`config.mk`:
```
export PLATFORM = sky130hd
export DESIGN_NAME = dispbus_host
export DESIGN_NICKNAME = d
export VERILOG_FILES = /design/src/rtl/dispbus_pkg.sv /design/src/rtl/dispbus_ctrl.sv /design/src/rtl/dispbus_dp.sv /design/src/rtl/dispbus_host.sv
export SDC_FILE = /design/constraint.sdc
export NUM_CORES = 1
export LEC_CHECK = 0
export ABC_AREA = 1
export BUFFER_PORTS_ARGS = -buffer_cell sky130_fd_sc_hd__buf_4
export CAP_MARGIN = 30
export CORE_MARGIN = 1.5
export CORE_UTILIZATION = 49
export CTS_BUF_LIST = sky130_fd_sc_hd__clkbuf_8 sky130_fd_sc_hd__clkbuf_16
export DETAILED_ROUTE_END_ITERATION = 7
export PLACE_DENSITY = 0.85
export REMOVE_ABC_BUFFERS = 1
export SLEW_MARGIN = 25
export SYNTH_ARGS = -nofsm -noshare
export SYNTH_HDL_FRONTEND = slang
export SYNTH_HIERARCHICAL = 1
export SYNTH_SLANG_ARGS = --single-unit
```
`constraint.sdc`:
```
create_clock -name clk -period 2.3 [get_ports clk]
set_input_delay 0.46 -clock clk [delete_from_list [all_inputs] [get_ports clk]]
set_output_delay 0.46 -clock clk [all_outputs]
set_load 0.01 [all_outputs]
```
`src/rtl/dispbus_pkg.sv`:
```
`timescale 1ns/1ps
package dispbus_pkg;

  typedef enum logic [2:0] {
    PH_IDLE,
    PH_SETUP,
    PH_STROBE,
    PH_HOLD,
    PH_TURN
  } phase_t;

  // strobes from the control to the datapath
  typedef struct packed {
    logic takeHost;     // latch a host word for the next cycle
    logic takeDma;      // latch the buffered DMA byte
    logic grabWord;     // memory data is valid this cycle
    logic cycActive;    // setup, strobe or hold
    logic strobeOn;     // strobe phase
    logic captureRead;  // last strobe cycle of a read
  } dpCtl_t;

endpackage

```
`src/rtl/dispbus_ctrl.sv`:
```
`timescale 1ns/1ps
module dispbus_ctrl
  import dispbus_pkg::*;
#(
  parameter int TW = 4,
  parameter int AW = 6
) (
  input  logic          clk,
  input  logic          rstN,
  input  logic [TW-1:0] wSetup,
  input  logic [TW-1:0] wStrobe,
  input  logic [TW-1:0] wHold,
  input  logic [TW-1:0] rSetup,
  input  logic [TW-1:0] rStrobe,
  input  logic [TW-1:0] rHold,
  input  logic [TW-1:0] turnAround,
  input  logic          hostValid,
  input  logic          hostWrite,
  output logic          hostReady,
  input  logic          dmaEnable,
  input  logic [AW-1:0] dmaBase,
  input  logic [AW-1:0] dmaCeiling,
  input  logic          doneClear,
  output logic          dmaDone,
  output logic          memRdEn,
  output logic [AW-1:0] memAddr,
  output logic          busy,
  output dpCtl_t        ctl
);

  localparam logic [TW-1:0] ONE  = TW'(1);
  localparam logic [TW-1:0] ZERO = '0;
  localparam logic [AW-1:0] AINC = AW'(1);

  phase_t        phase;
  logic [TW-1:0] cnt;
  logic          curWrite, curDma, curLast;
  logic          dmaRun, enPrev, haveWord, inFlight, fetchedAll, doneReg;
  logic [AW-1:0] addr;

  logic          idle, startDma, takeHost, launch, accept, fetchNow, useWrite, endNow;
  logic [TW-1:0] selSetup, selStrobe, strobeVal, holdVal;

  always_comb begin
    idle      = (phase == PH_IDLE);
    startDma  = dmaEnable && !enPrev && !dmaRun;
    hostReady = idle && !dmaRun && !startDma;
    takeHost  = hostValid && hostReady;
    launch    = dmaRun && haveWord && idle;
    accept    = takeHost || launch;
    useWrite  = launch || hostWrite;
    selSetup  = useWrite ? wSetup  : rSetup;
    selStrobe = useWrite ? wStrobe : rStrobe;
    strobeVal = curWrite ? wStrobe : rStrobe;
    holdVal   = curWrite ? wHold   : rHold;
    fetchNow  = dmaRun && !haveWord && !inFlight && !fetchedAll;
    endNow    = (cnt == ZERO) &&
                ((phase == PH_TURN) ||
                 (phase == PH_HOLD && turnAround == ZERO) ||
                 (phase == PH_STROBE && holdVal == ZERO && turnAround == ZERO));
  end

  // cycle sequencer
  always_ff @(posedge clk) begin
    if (!rstN) begin
      phase    <= PH_IDLE;
      cnt      <= '0;
      curWrite <= 1'b0;
      curDma   <= 1'b0;
      curLast  <= 1'b0;
    end else if (accept) begin
      curWrite <= useWrite;
      curDma   <= launch;
      curLast  <= launch && fetchedAll;
      if (selSetup != ZERO) begin
        phase <= PH_SETUP;
        cnt   <= selSetup - ONE;
      end else begin
        phase <= PH_STROBE;
        cnt   <= selStrobe;
      end
    end else if (phase != PH_IDLE) begin
      if (cnt != ZERO) begin
        cnt <= cnt - ONE;
      end else begin
        case (phase)
          PH_SETUP: begin
            phase <= PH_STROBE;
            cnt   <= strobeVal;
          end
          PH_STROBE: begin
            if (holdVal != ZERO) begin
              phase <= PH_HOLD;
              cnt   <= holdVal - ONE;
            end else if (turnAround != ZERO) begin
              phase <= PH_TURN;
              cnt   <= turnAround - ONE;
            end else begin
              phase <= PH_IDLE;
            end
          end
          PH_HOLD: begin
            if (turnAround != ZERO) begin
              phase <= PH_TURN;
              cnt   <= turnAround - ONE;
            end else begin
              phase <= PH_IDLE;
            end
          end
          default: phase <= PH_IDLE;
        endcase
      end
    end
  end

  // DMA fetch loop, one word buffered
  always_ff @(posedge clk) begin
    if (!rstN) begin
      dmaRun     <= 1'b0;
      enPrev     <= 1'b0;
      haveWord   <= 1'b0;
      inFlight   <= 1'b0;
      fetchedAll <= 1'b0;
      addr       <= '0;
    end else begin
      enPrev <= dmaEnable;
      if (startDma) begin
        dmaRun     <= 1'b1;
        addr       <= dmaBase;
        fetchedAll <= 1'b0;
        haveWord   <= 1'b0;
        inFlight   <= 1'b0;
      end else begin
        if (fetchNow) begin
          inFlight <= 1'b1;
          if (addr == dmaCeiling) fetchedAll <= 1'b1;
          else                    addr       <= addr + AINC;
        end
        if (inFlight) begin
          inFlight <= 1'b0;
          haveWord <= 1'b1;
        end
        if (launch) haveWord <= 1'b0;
        if (endNow && curDma && curLast) dmaRun <= 1'b0;
      end
    end
  end

  always_ff @(posedge clk) begin
    if (!rstN)                             doneReg <= 1'b0;
    else if (endNow && curDma && curLast)  doneReg <= 1'b1;
    else if (doneClear)                    doneReg <= 1'b0;
  end

  always_comb begin
    ctl.takeHost    = takeHost;
    ctl.takeDma     = launch;
    ctl.grabWord    = inFlight;
    ctl.cycActive   = (phase == PH_SETUP) || (phase == PH_STROBE) || (phase == PH_HOLD);
    ctl.strobeOn    = (phase == PH_STROBE);
    ctl.captureRead = (phase == PH_STROBE) && (cnt == ZERO) && !curWrite;
    busy            = !idle;
    memRdEn         = fetchNow;
    memAddr         = addr;
    dmaDone         = doneReg;
  end


  one_fetch_chk: assert property (@(posedge clk) disable iff (!rstN)
    memRdEn |=> !memRdEn);


  done_sticky_chk: assert property (@(posedge clk) disable iff (!rstN)
    (dmaDone && !doneClear) |=> dmaDone);


  take_busy_chk: assert property (@(posedge clk) disable iff (!rstN)
    (hostValid && hostReady) |=> busy);

endmodule

```
`src/rtl/dispbus_dp.sv`:
```
`timescale 1ns/1ps
module dispbus_dp
  import dispbus_pkg::*;
#(
  parameter int DW = 16,
  parameter int BW = 8
) (
  input  logic          clk,
  input  logic          rstN,
  input  dpCtl_t        ctl,
  input  logic          hostWrite,
  input  logic          hostIsData,
  input  logic          hostCs,
  input  logic [DW-1:0] hostWdata,
  input  logic          dmaCs,
  input  logic [DW-1:0] memRdata,
  input  logic          polRs,
  input  logic          polStrobe,
  input  logic          polCs0,
  input  logic          polCs1,
  input  logic [BW-1:0] busIn,
  output logic [DW-1:0] readData,
  output logic          readValid,
  output logic          cs0Line,
  output logic          cs1Line,
  output logic          rsLine,
  output logic          wrLine,
  output logic          rdLine,
  output logic [BW-1:0] busOut,
  output logic          busOe
);

  localparam int PADW = DW - BW;

  logic [BW-1:0] txData, dmaByte;
  logic          txRs, txCs, txWrite;
  logic          unusedHi;

  // the upper byte of every word is dropped on the narrow bus
  generate
    if (PADW > 0) begin : g_drop
      assign unusedHi = ^{hostWdata[DW-1:BW], memRdata[DW-1:BW]};
    end else begin : g_full
      assign unusedHi = 1'b0;
    end
  endgenerate

  always_ff @(posedge clk) begin
    if (!rstN) begin
      txData    <= '0;
      txRs      <= 1'b0;
      txCs      <= 1'b0;
      txWrite   <= 1'b0;
      dmaByte   <= '0;
      readData  <= '0;
      readValid <= 1'b0;
    end else begin
      readValid <= ctl.captureRead;
      if (ctl.captureRead) readData <= {{PADW{1'b0}}, busIn};
      if (ctl.grabWord)    dmaByte  <= memRdata[BW-1:0];
      if (ctl.takeHost) begin
        txData  <= hostWdata[BW-1:0];
        txRs    <= hostIsData;
        txCs    <= hostCs;
        txWrite <= hostWrite;
      end else if (ctl.takeDma) begin
        txData  <= dmaByte;
        txRs    <= 1'b1;
        txCs    <= dmaCs;
        txWrite <= 1'b1;
      end
    end
  end

  always_comb begin
    cs0Line = ((ctl.cycActive && !txCs) == polCs0);
    cs1Line = ((ctl.cycActive &&  txCs) == polCs1);
    rsLine  = ((ctl.cycActive &&  txRs) == polRs);
    wrLine  = ((ctl.strobeOn  &&  txWrite) == polStrobe);
    rdLine  = ((ctl.strobeOn  && !txWrite) == polStrobe);
    busOe   = ctl.cycActive && txWrite;
    busOut  = busOe ? txData : '0;
  end


  tx_stable_chk: assert property (@(posedge clk) disable iff (!rstN)
    (ctl.cycActive && $past(ctl.cycActive)) |-> $stable({txRs, txCs, txWrite, txData}));


  read_pulse_chk: assert property (@(posedge clk) disable iff (!rstN)
    readValid |=> !readValid);

endmodule

```
`src/rtl/dispbus_host.sv`:
```
`timescale 1ns/1ps
module dispbus_host
  import dispbus_pkg::*;
#(
  parameter int TW = 4,
  parameter int AW = 6,
  parameter int DW = 16,
  parameter int BW = 8
) (
  input  logic          clk,
  input  logic          rstN,
  input  logic [TW-1:0] wSetup,
  input  logic [TW-1:0] wStrobe,
  input  logic [TW-1:0] wHold,
  input  logic [TW-1:0] rSetup,
  input  logic [TW-1:0] rStrobe,
  input  logic [TW-1:0] rHold,
  input  logic [TW-1:0] turnAround,
  input  logic          polRs,
  input  logic          polStrobe,
  input  logic          polCs0,
  input  logic          polCs1,
  input  logic          hostValid,
  input  logic          hostWrite,
  input  logic          hostIsData,
  input  logic          hostCs,
  input  logic [DW-1:0] hostWdata,
  output logic          hostReady,
  output logic [DW-1:0] readData,
  output logic          readValid,
  input  logic          dmaEnable,
  input  logic          dmaCs,
  input  logic [AW-1:0] dmaBase,
  input  logic [AW-1:0] dmaCeiling,
  input  logic          doneClear,
  output logic          dmaDone,
  output logic          memRdEn,
  output logic [AW-1:0] memAddr,
  input  logic [DW-1:0] memRdata,
  output logic          busy,
  output logic          cs0Line,
  output logic          cs1Line,
  output logic          rsLine,
  output logic          wrLine,
  output logic          rdLine,
  output logic [BW-1:0] busOut,
  output logic          busOe,
  input  logic [BW-1:0] busIn
);

  dpCtl_t ctl;

  dispbus_ctrl #(.TW(TW), .AW(AW)) u_ctrl (
    .clk(clk), .rstN(rstN),
    .wSetup(wSetup), .wStrobe(wStrobe), .wHold(wHold),
    .rSetup(rSetup), .rStrobe(rStrobe), .rHold(rHold),
    .turnAround(turnAround),
    .hostValid(hostValid), .hostWrite(hostWrite), .hostReady(hostReady),
    .dmaEnable(dmaEnable), .dmaBase(dmaBase), .dmaCeiling(dmaCeiling),
    .doneClear(doneClear), .dmaDone(dmaDone),
    .memRdEn(memRdEn), .memAddr(memAddr),
    .busy(busy), .ctl(ctl)
  );

  dispbus_dp #(.DW(DW), .BW(BW)) u_dp (
    .clk(clk), .rstN(rstN), .ctl(ctl),
    .hostWrite(hostWrite), .hostIsData(hostIsData), .hostCs(hostCs),
    .hostWdata(hostWdata), .dmaCs(dmaCs), .memRdata(memRdata),
    .polRs(polRs), .polStrobe(polStrobe), .polCs0(polCs0), .polCs1(polCs1),
    .busIn(busIn), .readData(readData), .readValid(readValid),
    .cs0Line(cs0Line), .cs1Line(cs1Line), .rsLine(rsLine),
    .wrLine(wrLine), .rdLine(rdLine), .busOut(busOut), .busOe(busOe)
  );

endmodule

```
==> out/summary.txt <==
Cells after Synth = 527
Max Slew Vio Count = 0
antenna violations before repair = 0
first-pass GRT wire length = 14,100 µm
CP top delay family = flip-flops
Crit Path Max Fanout = 6
r2r endpoint = u_ctrl/cnt[1]$_SDFFE_PN0P_
NetSw = 0.00130 W
skew final = 0.00852 ns
status = complete, but fails checks
slowest CP cell = dfxtp_1
Seq/Total Area, Yosys = 0.301
register share of total power = 0.345
Initial DRC Count = 166
CTS Buf Count = 5
largest family of logic cells by synthesized area = simple AND/OR/NAND/NOR gates
CTS root buffer = clkbuf_8
part of the total power dissipated in the clock network = 0.201
Rows = 29
Worst path max stage delay = 0.46 ns
Post-Syn Area = 0.00332 mm²
H-tree depth = 2
post-route core utilization = 0.659
input/output buffers = 109
Worst Setup End Kind = output pin
clock period minus worst slack = 2.13 ns
critical path buffer and inverter count = 3
average size of a mapped cell = 6.31 µm²
internal power = 0.00196 W
vias in the first global route = 3,359
compound-gate portion of the synthesized area = 0.0994
adder-cell area share of the yosys netlist = 0.0226
CTS tree = yes
worst-skew pair later-pin latency = 0.30 ns
area growth from synthesis to layout = 28.0%
crit path from = u_ctrl/phase[1]$_SDFFE_PN0P_
Multi-input gate area = 0.00186 mm²
I/O pin count = 134
n_diodes = 0
clk slew on worst S/H paths = 0.09 ns
Initial Utilization = 0.515
critical path startpoint category = flip-flop
Post-Synth Simple-Gate Area = 0.389
combinational power share = 0.454
Synthesis Warnings = 6
RR Startpoint = u_ctrl/dmaRun$_SDFFE_PN0P_
Lkg Pwr = 2.27 nW
Remaining DRCs = 8
Max Clk Rate = 470 MHz
Chip Width = 85.4 µm
Wirelength per Cell = 11.8 µm
final net count = 730
critical path depth = 7
Final setup viols = 0
#FFs+latches synth = 50
die area = 0.00728 mm²
VDD IR max = 0.376 mV
# hold bufs at CTS = 0
R2R setup slack = 0.19 ns
via-per-instance ratio = 5.06
Crit path top cell by count = nand2_1
Sw Ratio = 0.398
DR pass1 iterations = 7
overall routing resource usage = 0.231
post-route cell area = 0.00425 mm²
largest net degree at the start of global routing = 44
Register-to-Register Path Depth = 14
CTS Buffer Depth = 2
total grt overflow = 0
routed via count = 3,589
ratio of cells with drive above 1 in the final layout = 0.239
worst hold endpoint = u_dp/readData[5]$_SDFFE_PN0P_
xor and xnor area share after synthesis = 0.0395
TNS Setup = 0 ns
Max Cap Violations = 0
unrepaired setup endpoints after global routing = false
Layout fillers = 593
Setup Buffers After CTS = 0
clk sinks = 50
Cell variety after synth = 39
Placed Area = 0.00413 mm²
final hold vios = 0
register area = 0.00100 mm²
CP cell instances = inv_2, nor2_2, nand2_1, inv_1, nand2_1, xor2_1, buf_4
RD Place Congestion = 0.894
post-DP HPWL = 6550 µm
wirelength, routed = 8390 µm
antenna-violating nets left = 0
core area = 0.00646 mm²
die height = 85.4 µm
Critical Path AT = 1.67 ns
Hold Path Origin = busIn[5]
failing checks = DRC
Hold WS = 0.376 ns
Hold Path Cell Cnt = 3
pwr/cell area = 766 mW/mm²
crit share post-route = 0.925
CP Class = flip-flop to output pin
Req. time, crit path = 1.84 ns
HP Class = primary input to flip-flop
proportion of synthesized area in mux cells = 0
post_cts resized = 0
## power by group through the flow
| stage | Clock (W) | Combinational (W) | Sequential [W] |
|---|---|---|---|
| after floorplan | 0 | 0.000944 | 0.00114 |
| after global routing | 0.000696 | 0.00167 | 0.00114 |
| after CTS | 0.000670 | 0.00147 | 0.00112 |
| after detailed placement | 0 | 0.00146 | 0.00114 |
| final | 0.000655 | 0.00148 | 0.00112 |
| after global placement | 0 | 0.00143 | 0.00113 |
## state kept, by name (all words and copies together), names as in the netlist, 3 cells and up
name            flops
u_ctrl/memAddr      6
u_ctrl/cnt          4
u_dp/readData       8
u_dp/dmaByte        8
u_dp/txData         8
u_ctrl/phase        3
## worst register-to-register path: stages, from the launching register on
cell	delay, ns
dfxtp_1	0.47
nand2_1	0.10
clkinv_1	0.07
nand3_4	0.11
nand2_4	0.19
nand2_1	0.09
o21ai_2	0.10
ha_1	0.22
nand3_2	0.15
nor2_8	0.16
nor2_8	0.06
nand2_1	0.05
nand3_1	0.06
nor2_1	0.13
nor2_1	0.05
## cell type report
type,count,share of cell area
clock buffers,6,0.0194
clock inverters,2,0.00912
inverters,88,0.0788
multi-input cells,374,0.437
flip-flops and latches,50,0.235
well taps,77,0.0226
repair buffers,112,0.198
## cell usage after synthesis, drive strengths merged
cell type / number / share of area
clkinv: 1 / 0.0011
buf: 21 / 0.045
a21oi: 13 / 0.020
o21bai: 1 / 0.0023
and3: 1 / 0.0019
xnor2: 6 / 0.016
clkbuf: 1 / 0.0011
nor4: 2 / 0.0056
nand2: 131 / 0.16
or2: 1 / 0.0019
o21ai: 47 / 0.073
nand4: 6 / 0.011
nand3: 49 / 0.083
conb: 1 / 0.0011
o211ai: 1 / 0.0023
nor2: 85 / 0.11
nor3b: 1 / 0.0023
ha: 6 / 0.023
dfxtp: 50 / 0.30
xor2: 9 / 0.024
nor3: 5 / 0.011
o21a: 1 / 0.0023
inv: 87 / 0.10
and2: 1 / 0.0019
## placed cells by master, fill, tap and decap left out, drive strengths merged, types with 8 or more instances in the layout
cell type | Yosys | final
o21ai | 47 | 47
a21oi | 13 | 13
inv | 87 | 88
buf | 21 | 112
xor2 | 9 | 9
dfxtp | 50 | 50
conb | 1 | 8
nor2 | 85 | 85
nand2 | 131 | 131
nand3 | 49 | 49
## cells by family (layout without fill, tap and decap cells)
group / after synthesis / in the layout
buffers and inverters: 110 / 208
other: 1 / 8
adders and majority gates: 6 / 6
and+or+nand+nor: 282 / 282
AOI/OAI and AO/OA: 63 / 63
xor gates and xnor gates: 15 / 15
DFF: 50 / 50
## through the flow
| stage | cells | setup slack, ns | total power, W |
|---|---|---|---|
| 6_report | 709 | 0.174 | 0.00326 |
| 5_1_grt | 709 | 0.0119 | 0.00351 |
| 4_1_cts | 709 | 0.169 | 0.00326 |
| 3_5_place_dp | 701 | 0.238 | 0.00260 |
| 3_3_place_gp | 701 | 0.294 | 0.00256 |
| 2_1_floorplan | 512 | 0.458 | 0.00208 |
## metal layers
layer,part of all wire,GRT usage
met4,0.013,0.0674
met3,0.065,0.0399
met2,0.50,0.422
met5,0,0
met1,0.42,0.278
## how the worst max path moves through the flow
stage / endpoint
after floorplan: u_ctrl/phase[0]$_SDFFE_PN0P_
after CTS: rdLine
after global routing: u_ctrl/cnt[0]$_SDFFE_PN0P_
after detailed placement: u_ctrl/cnt[1]$_SDFFE_PN0P_
final: wrLine
after global placement: u_ctrl/cnt[0]$_SDFFE_PN0P_
No activity file was read; power rests on OpenSTA's default activity.
